## config.mk

```make
export PLATFORM = sky130hd
export DESIGN_NAME = serial_ctl
export DESIGN_NICKNAME = d
export VERILOG_FILES = /design/src/rtl/sctl_pkg.sv /design/src/rtl/sctl_task_ctl.sv /design/src/rtl/sctl_tx_hold.sv /design/src/rtl/sctl_events.sv /design/src/rtl/serial_ctl.sv
export SDC_FILE = /design/constraint.sdc
export NUM_CORES = 1
export LEC_CHECK = 0
export BUFFER_PORTS_ARGS = -buffer_cell sky130_fd_sc_hd__buf_2
export CORE_ASPECT_RATIO = 1.4
export CORE_MARGIN = 2
export CORE_UTILIZATION = 55
export CTS_CLUSTER_SIZE = 25
export DETAILED_ROUTE_END_ITERATION = 8
export PLACE_DENSITY = 0.9
export SYNTH_ARGS = -nofsm -noshare
export SYNTH_HDL_FRONTEND = slang
export SYNTH_SLANG_ARGS = --single-unit
```

## constraint.sdc

```tcl
create_clock -name clk -period 5.1 [get_ports clk]
set_input_delay 0.255 -clock clk [delete_from_list [all_inputs] [get_ports clk]]
set_output_delay 0.255 -clock clk [all_outputs]
set_load 0.01 [all_outputs]
```

## src/rtl/sctl_pkg.sv

```systemverilog
`timescale 1ns/1ps
package sctl_pkg;
  localparam int AW = 12;
  localparam int DW = 32;

  localparam logic [AW-1:0] OFS_RX_GO    = 12'h000;
  localparam logic [AW-1:0] OFS_RX_HALT  = 12'h004;
  localparam logic [AW-1:0] OFS_TX_GO    = 12'h008;
  localparam logic [AW-1:0] OFS_TX_HALT  = 12'h00C;
  localparam logic [AW-1:0] OFS_PAUSE    = 12'h01C;
  localparam logic [AW-1:0] OFS_EV_RXRDY = 12'h108;
  localparam logic [AW-1:0] OFS_EV_TXRDY = 12'h11C;
  localparam logic [AW-1:0] OFS_EV_ERR   = 12'h124;
  localparam logic [AW-1:0] OFS_EV_RXTO  = 12'h144;
  localparam logic [AW-1:0] OFS_ERRSRC   = 12'h480;
  localparam logic [AW-1:0] OFS_ENABLE   = 12'h500;
  localparam logic [AW-1:0] OFS_PIN0     = 12'h508;
  localparam logic [AW-1:0] OFS_PIN1     = 12'h50C;
  localparam logic [AW-1:0] OFS_PIN2     = 12'h510;
  localparam logic [AW-1:0] OFS_PIN3     = 12'h514;
  localparam logic [AW-1:0] OFS_TXBYTE   = 12'h51C;
  localparam logic [AW-1:0] OFS_BAUD     = 12'h524;

  // A task fires only on the exact word 1.
  function automatic logic is_trigger(input logic [DW-1:0] v);
    return v == DW'(1);
  endfunction

  // Write-one-to-clear merge with a hardware set that wins.
  function automatic logic [DW-1:0] w1c_merge(input logic [DW-1:0] cur,
                                              input logic [DW-1:0] clr,
                                              input logic [DW-1:0] set);
    return (cur & ~clr) | set;
  endfunction
endpackage

```

## src/rtl/sctl_task_ctl.sv

```systemverilog
`timescale 1ns/1ps
module sctl_task_ctl
  import sctl_pkg::*;
#(
  parameter logic [DW-1:0] ENABLE_CODE = 32'd4
) (
  input  logic          clk,
  input  logic          rst_n,
  input  logic          wr_enable,
  input  logic          wr_rx_go,
  input  logic          wr_rx_halt,
  input  logic          wr_tx_go,
  input  logic          wr_tx_halt,
  input  logic          wr_pause,
  input  logic [DW-1:0] wdata,
  output logic          en_q,
  output logic          tx_run,
  output logic          rx_run,
  output logic          rxto_set
);
  logic trig, off_cmd, on_cmd, tx_stop;

  assign trig     = is_trigger(wdata);
  assign off_cmd  = wr_enable && (wdata == '0);
  assign on_cmd   = wr_enable && (wdata == ENABLE_CODE);
  assign tx_stop  = off_cmd || (trig && (wr_tx_halt || wr_pause));
  assign rxto_set = off_cmd || (trig && (wr_rx_halt || wr_pause));

  always_ff @(posedge clk or negedge rst_n) begin
    if (!rst_n) begin
      en_q   <= 1'b0;
      tx_run <= 1'b0;
      rx_run <= 1'b0;
    end else begin
      if (off_cmd)     en_q <= 1'b0;
      else if (on_cmd) en_q <= 1'b1;
      if (tx_stop)                 tx_run <= 1'b0;
      else if (trig && wr_tx_go)   tx_run <= 1'b1;
      if (rxto_set)                rx_run <= 1'b0;
      else if (trig && wr_rx_go)   rx_run <= 1'b1;
    end
  end
endmodule

```

## src/rtl/sctl_tx_hold.sv

```systemverilog
`timescale 1ns/1ps
module sctl_tx_hold #(
  parameter int BYTE_W = 8
) (
  input  logic              clk,
  input  logic              rst_n,
  input  logic              wr_load,
  input  logic              tx_run,
  input  logic [BYTE_W-1:0] din,
  input  logic              tx_done,
  output logic              pending_q,
  output logic [BYTE_W-1:0] byte_q,
  output logic              txrdy_set
);
  logic accept;

  assign accept    = wr_load && tx_run && !pending_q;
  assign txrdy_set = tx_done && pending_q;

  always_ff @(posedge clk or negedge rst_n) begin
    if (!rst_n) begin
      pending_q <= 1'b0;
      byte_q    <= '0;
    end else if (accept) begin
      pending_q <= 1'b1;
      byte_q    <= din;
    end else if (txrdy_set) begin
      pending_q <= 1'b0;
    end
  end
endmodule

```

## src/rtl/sctl_events.sv

```systemverilog
`timescale 1ns/1ps
module sctl_events
  import sctl_pkg::*;
#(
  parameter int ERR_W = 4
) (
  input  logic             clk,
  input  logic             rst_n,
  input  logic             wr_rxrdy,
  input  logic             wr_txrdy,
  input  logic             wr_err,
  input  logic             wr_rxto,
  input  logic             wr_errsrc,
  input  logic [DW-1:0]    wdata,
  input  logic             rx_set,
  input  logic             txrdy_set,
  input  logic             brk_set,
  input  logic             rxto_set,
  output logic             rxrdy_q,
  output logic             txrdy_q,
  output logic             err_q,
  output logic             rxto_q,
  output logic [ERR_W-1:0] errsrc_q
);
  localparam logic [DW-1:0] BRK_BITS = DW'(3);
  logic [DW-1:0] es_next;

  assign es_next = w1c_merge(DW'(errsrc_q),
                             wr_errsrc ? wdata : '0,
                             brk_set ? BRK_BITS : '0);

  always_ff @(posedge clk or negedge rst_n) begin
    if (!rst_n) begin
      rxrdy_q  <= 1'b0;
      txrdy_q  <= 1'b0;
      err_q    <= 1'b0;
      rxto_q   <= 1'b0;
      errsrc_q <= '0;
    end else begin
      if (rx_set)                          rxrdy_q <= 1'b1;
      else if (wr_rxrdy && wdata == '0)    rxrdy_q <= 1'b0;
      if (txrdy_set)      txrdy_q <= 1'b1;
      else if (wr_txrdy)  txrdy_q <= wdata[0];
      if (brk_set)        err_q <= 1'b1;
      else if (wr_err)    err_q <= wdata[0];
      if (rxto_set)       rxto_q <= 1'b1;
      else if (wr_rxto)   rxto_q <= wdata[0];
      errsrc_q <= es_next[ERR_W-1:0];
    end
  end
endmodule

```

## src/rtl/serial_ctl.sv

```systemverilog
`timescale 1ns/1ps
module serial_ctl
  import sctl_pkg::*;
#(
  parameter int              BYTE_W      = 8,
  parameter int              ERR_W       = 4,
  parameter logic [DW-1:0]   ENABLE_CODE = 32'd4,
  parameter logic [DW-1:0]   BAUD_INIT   = 32'h0400_0000,
  parameter logic [DW-1:0]   PIN_INIT    = 32'hFFFF_FFFF
) (
  input  logic              clk,
  input  logic              rst_n,
  input  logic              bus_wr,
  input  logic [AW-1:0]     bus_addr,
  input  logic [DW-1:0]     bus_wdata,
  output logic [DW-1:0]     bus_rdata,
  output logic [BYTE_W-1:0] tx_data,
  output logic              tx_valid,
  input  logic              tx_done,
  input  logic              rx_push,
  input  logic              line_break,
  output logic              rx_on
);
  logic en_q, tx_run, rx_run, rxto_set, acc_wr;
  logic pending_q, txrdy_set;
  logic [BYTE_W-1:0] byte_q;
  logic rxrdy_q, txrdy_q, err_q, rxto_q;
  logic [ERR_W-1:0] errsrc_q;
  logic [DW-1:0] baud_q;

  // Only the enable word gets through while the port is off.
  assign acc_wr = bus_wr && (en_q || bus_addr == OFS_ENABLE);

  function automatic logic hit(input logic [AW-1:0] ofs);
    return acc_wr && (bus_addr == ofs);
  endfunction

  sctl_task_ctl #(.ENABLE_CODE(ENABLE_CODE)) u_task (
    .clk, .rst_n,
    .wr_enable (hit(OFS_ENABLE)),
    .wr_rx_go  (hit(OFS_RX_GO)),
    .wr_rx_halt(hit(OFS_RX_HALT)),
    .wr_tx_go  (hit(OFS_TX_GO)),
    .wr_tx_halt(hit(OFS_TX_HALT)),
    .wr_pause  (hit(OFS_PAUSE)),
    .wdata     (bus_wdata),
    .en_q, .tx_run, .rx_run, .rxto_set
  );

  sctl_tx_hold #(.BYTE_W(BYTE_W)) u_hold (
    .clk, .rst_n,
    .wr_load  (hit(OFS_TXBYTE)),
    .tx_run,
    .din      (bus_wdata[BYTE_W-1:0]),
    .tx_done,
    .pending_q, .byte_q, .txrdy_set
  );

  sctl_events #(.ERR_W(ERR_W)) u_evt (
    .clk, .rst_n,
    .wr_rxrdy (hit(OFS_EV_RXRDY)),
    .wr_txrdy (hit(OFS_EV_TXRDY)),
    .wr_err   (hit(OFS_EV_ERR)),
    .wr_rxto  (hit(OFS_EV_RXTO)),
    .wr_errsrc(hit(OFS_ERRSRC)),
    .wdata    (bus_wdata),
    .rx_set   (rx_push && rx_run),
    .txrdy_set,
    .brk_set  (line_break),
    .rxto_set,
    .rxrdy_q, .txrdy_q, .err_q, .rxto_q, .errsrc_q
  );

  always_ff @(posedge clk or negedge rst_n) begin
    if (!rst_n)              baud_q <= BAUD_INIT;
    else if (hit(OFS_BAUD))  baud_q <= bus_wdata;
  end

  always_comb begin
    bus_rdata = '0;
    if (en_q) begin
      unique case (bus_addr)
        OFS_EV_RXRDY: bus_rdata = DW'(rxrdy_q);
        OFS_EV_TXRDY: bus_rdata = DW'(txrdy_q);
        OFS_EV_ERR:   bus_rdata = DW'(err_q);
        OFS_EV_RXTO:  bus_rdata = DW'(rxto_q);
        OFS_ERRSRC:   bus_rdata = DW'(errsrc_q);
        OFS_ENABLE:   bus_rdata = ENABLE_CODE;
        OFS_PIN0, OFS_PIN1, OFS_PIN2, OFS_PIN3: bus_rdata = PIN_INIT;
        OFS_TXBYTE:   bus_rdata = DW'(byte_q);
        OFS_BAUD:     bus_rdata = baud_q;
        default:      bus_rdata = '0;
      endcase
    end
  end

  assign tx_data  = byte_q;
  assign tx_valid = pending_q;
  assign rx_on    = rx_run;
endmodule

```

# Yosys cells after proc, flatten, opt, wreduce, memory -nomap -nowiden
# Cells that the tools add are included.
# totals
reg_bits	52
in_bits	50
elab_cells	94
# op_classes
eq_ne	18
bitwise_logic	3
muxes	20
reduce_logical	42
# op_table
op	n
one-hot mux 32 bit (9 select lines)	1
== test 12 x 11 -> 1 bit, second input constant	8
== test 12 x 9 -> 1 bit, second input constant	4
== test 32 x 1 -> 1 bit, second input constant	1
== test 32 x 3 -> 1 bit, second input constant	1
logical NOT 32 bit	1
2-to-1 mux 32 bit	1
logical AND 1 bit	25
== test 12 x 4 -> 1 bit, second input constant	2
2-to-1 mux 1 bit	16
nonzero test 2 bit	8
== test 12 x 3 -> 1 bit, second input constant	1
== test 12 x 5 -> 1 bit, second input constant	1
logical NOT 12 bit	1
logical OR 1 bit	5
bitwise AND 4 bit	1
2-to-1 mux 4 bit	1
inverter 4 bit	1
bitwise OR 4 bit	1
OR reduction 4 bit	1
2-to-1 mux 2 bit	1
logical NOT 1 bit	1

# Longest topological paths before layout
# logic_depth
depth_word	8
ltp_mapped	7
ltp_nobuf	5

# Hierarchy
# Synthesis repeated with hierarchy kept, for this count alone.
# unflattened
cells_unflattened	301
hier_area_um2	3164.3
# by_module_without_submodules
mod	area_each_um2	cells_per_inst	n_inst
serial_ctl	2197.1	217	1
sctl_events	367.9	33	1
sctl_tx_hold	351.6	21	1
sctl_task_ctl	247.7	30	1

# Worst setup path after synthesis
# OpenSTA, ideal clock, no wires.
# synth_path
path_type	input -> output
start	input port bus_addr[7]
end	output port bus_rdata[0]
cell_stages	6
t_required_ps	4845
t_arrival_ps	2112
setup_slack_ps	2733
path_buffers	1
cell_sequence	or4_1 buf_2 or4b_2 nor2_4 a22oi_1 a31oi_1
# synth_between
elab_chain_cells	4
# synth_lines
item	line	source
start, declared	serial_ctl.sv:14	input logic [AW-1:0] bus_addr,
== test 12 x 11 -> 1 bit	serial_ctl.sv:82	unique case (bus_addr)
OR reduction 4 bit	serial_ctl.sv:82	
one-hot mux 32 bit (9 select lines) *	serial_ctl.sv:82	
2-to-1 mux 32 bit *	serial_ctl.sv:81	if (en_q) begin
end, declared	serial_ctl.sv:16	output logic [DW-1:0] bus_rdata,
# Every way passes the cells marked *; elsewhere a longest branch is shown, timed or not.

# Worst setup path after layout
# Same ends and word-level chain as after synthesis.

==> impl_metrics.py <==
metrics = {
    "yosys": {
        "synth-seq-cells": 52,
        "ys_seq_area_share_pct": 45.4,
        "yosysWarnings": 0,
        "async_flop_share_pct": 100,
        "synthCells": 287,
        "syn_area_sq_um": 2870,
        "synth_area_per_cell_sq_um": 10.0,
        "synth_edf_count": 0,
        "syn-num-nets": 337,
        "synthDistinctLibCells": 49,
        "synth-main-ff-cell": "dfrtp_1",
    },
    "floorplanning": {
        "rows": 31,
        "fp.dieArea_sq_um": 5820,
        "start_util_pct": 56.1,
        "core_area_sq_um": 5120,
        "die_x_microns": 65.1,
        "die_h_microns": 89.5,
        "io_pins": 92,
    },
    "clocking": {
        "cts_tree": "done",
        "cts_root_buf": "clkbuf_8",
        "cts_resized": 0,
        "clock_sinks": 52,
        "cts_buffers": 5,
        "cts_max_path_buffers": 2,
        "cts_htree_levels": 2,
        "post-cts-setup-buffer-count": 0,
        "clock_latency_ns": 0.31,
        "holdBufCountCts": 0,
        "clk_pin_slew_ns": 0.10,
    },
    "route": {
        "drt_iter0_markers": 199,
        "drc": 0,
        "via_per_inst": 5.94,
        "wl_microns": 7440,
        "ant_nets": 0,
        "drtPass1Iterations": 4,
        "wl_per_cell_microns": 16.9,
        "vias": 2606,
    },
    "cells_and_area": {
        "final_nets": 422,
        "syn_to_final_growth_pct": 21.5,
        "drive_above_1_share_pct": 42.4,
        "nFillCells": 416,
        "diodes": 0,
    },
    "sta": {
        "fin_crit_sh_pct": 53.5,
        "finClkSkew_ns": 0.00792,
        "worst_slew_pin_slew_ns": 0.733,
        "slew_headroom_pct": 51.2,
        "tns_ns": 0,
        "fmax_mhz": 366,
        "hold_viol_final": 0,
        "rsz0062_at_grt": "no",
        "report.final.slew_viol_count": 0,
        "fin_crit_ns": 2.73,
        "setup_viol_count_final": 0,
    },
    "placement": {
        "io_buffers": 91,
        "dp_hpwl_microns": 5500,
        "gp_congestion": 0.995,
    },
    "global_routing": {
        "track_usage_pct": 25.9,
        "grt_pass1_wl_microns": 11700,
        "antenna_found_initial": 0,
        "first_global_vias": 2532,
        "gr-total-overflow": 0,
        "grt_start_max_net_pins": 53,
    },
    "setup_path": {
        "cpMostUsedCell": "buf_2",
        "r2r-start": "u_task.en_q",
        "path_cells": "buf_2 > or4_1 > or4b_2 > nor2_4 > a22oi_1 > a31oi_1 > buf_2",
        "cp_slowest_cell": "or4b_2",
        "endpoint_kind": "output pin",
        "reg2reg_to": "baud_q[29]",
        "path_class": "in2out",
        "worstPathArrival_ns": 2.48,
        "critPathRequiredTime_ns": 4.85,
        "slowest_delay_ns": 0.74,
        "r2r_slack_ns": 2.91,
        "worst-path-buf-inv": 2,
        "critical_path.top_delay_family": "simple AND/OR/NAND/NOR gates",
        "r2r_cells": 4,
        "worstPathMaxFanout": 8,
        "critPathLaunchType": "input pin",
    },
    "power": {
        "p_leak_uw": 0.00165,
        "ir_drop_uv": 189,
        "powerDensity_nw_per_um2": 203,
        "total_power_uw": 708,
    },
    "run_status": {
        "status": "complete, no violations",
    },
    "worst_hold_path": {
        "hold_class": "in2async",
    },
    "run": {
        "cap_violations": 0,
    },
}
logic make-up after synthesis:
logic type | synth area share, %
flip-flops | 45.4
buffers and inverters | 3.40
XOR/XNOR | 0.305
multiplexers | 16.8
AO/OA/AOI/OAI | 13.5
AND/OR/NAND/NOR | 20.7
metrics by stage:
step	hold WS [ns]	instances	instance area [sq um]	util, %	worst slack, ns
2_1_floorplan	-0.0406	287	2870	-	2.73
3_5_place_dp	0.410	431	3400	66.4	2.18
3_3_place_gp	0.397	431	3400	66.4	2.30
6_report	0.0473	439	3490	68.2	2.37
5_1_grt	0.0920	439	3490	68.2	2.27
4_1_cts	0.0703	439	3490	68.2	2.38
Yosys cell counts (all sizes together), types with 3 or more instances:
cell type / count / area [sq um]
dfrtp: 51 / 1280
nand2: 15 / 56.3
a21oi: 29 / 145
a21o: 3 / 22.5
inv: 4 / 15.0
nor2: 42 / 165
nand3: 8 / 40.0
nand2b: 3 / 18.8
nor4: 15 / 100
a211oi: 3 / 27.5
mux2: 41 / 462
nand4b: 4 / 35.0
nor3: 3 / 15.0
nand4: 5 / 37.5
clkbuf: 11 / 41.3
a31oi: 4 / 25.0
a221oi: 6 / 52.6
buf: 7 / 41.3
how the worst max path moves through the flow:
stage	to	depth (start not counted)	start	slack (ns)
finish	bus_rdata[0]	7	bus_addr[7]	2.37
global route	bus_rdata[0]	7	bus_addr[7]	2.27
CTS	bus_rdata[0]	7	bus_addr[7]	2.38
detailed placement	baud_q[29]	6	bus_addr[3]	2.18
global placement	baud_q[27]	6	bus_addr[3]	2.30
floorplan	bus_rdata[0]	6	bus_addr[7]	2.73
flip-flops by register name, summed over array words and instances (netlist names):
register and count:
u_hold.byte_q 8, u_evt.errsrc_q 4, u_evt.rxto_q 1, baud_q 32
u_evt.txrdy_q 1, u_task.tx_run 1, u_evt.rxrdy_q 1, u_task.en_q 1
u_evt.err_q 1, u_task.rx_run 1, u_hold.pending_q 1
layout by cell type, fill, tap and decap left out, types with 2 or more instances in the layout:
cell and instances:
a211oi_1 2, nand2b_1 3, nor4_2 3, nand3b_1 2, nand4_1 4, mux2i_1 2, nor2_1 41, nand2_1 15
a31oi_1 4, nor4_1 12, mux2_2 40, a22oi_1 2, buf_2 91, nor3_1 3, a221oi_1 6, or4b_2 2
a21boi_0 2, nand4b_1 4, o21ai_0 2, a21oi_1 29, clkbuf_8 5, dfrtp_1 51, inv_1 4, nor4bb_1 2
or3_1 2, buf_4 5, nand3_1 8, a21o_1 3
metal layers:
layer,vias up,GRT usage (%),routed length (microns)
li1,1227,-,-
met1,1267,32.1,2980
met2,90,46.6,3910
met3,22,3.15,332
met4,0,9.47,210
met5,-,0,0
power by group:
group | switching [uW] | internal, uW
combinational | 35.7 | 20.8
clock | 140 | 98.6
sequential | 0.000255 | 412
final cells by class:
cell class	count	area, sq um	share of cell area (%)
clock buffers	5	68.8	1.97
well taps	66	82.6	2.37
flip-flops and latches	52	1300	37.3
repair buffers	96	493	14.1
clock inverters	3	22.5	0.645
multi-input cells	213	1510	43.1
inverters	4	15.0	0.430
Note: power is estimated with default switching activity, not from simulation.
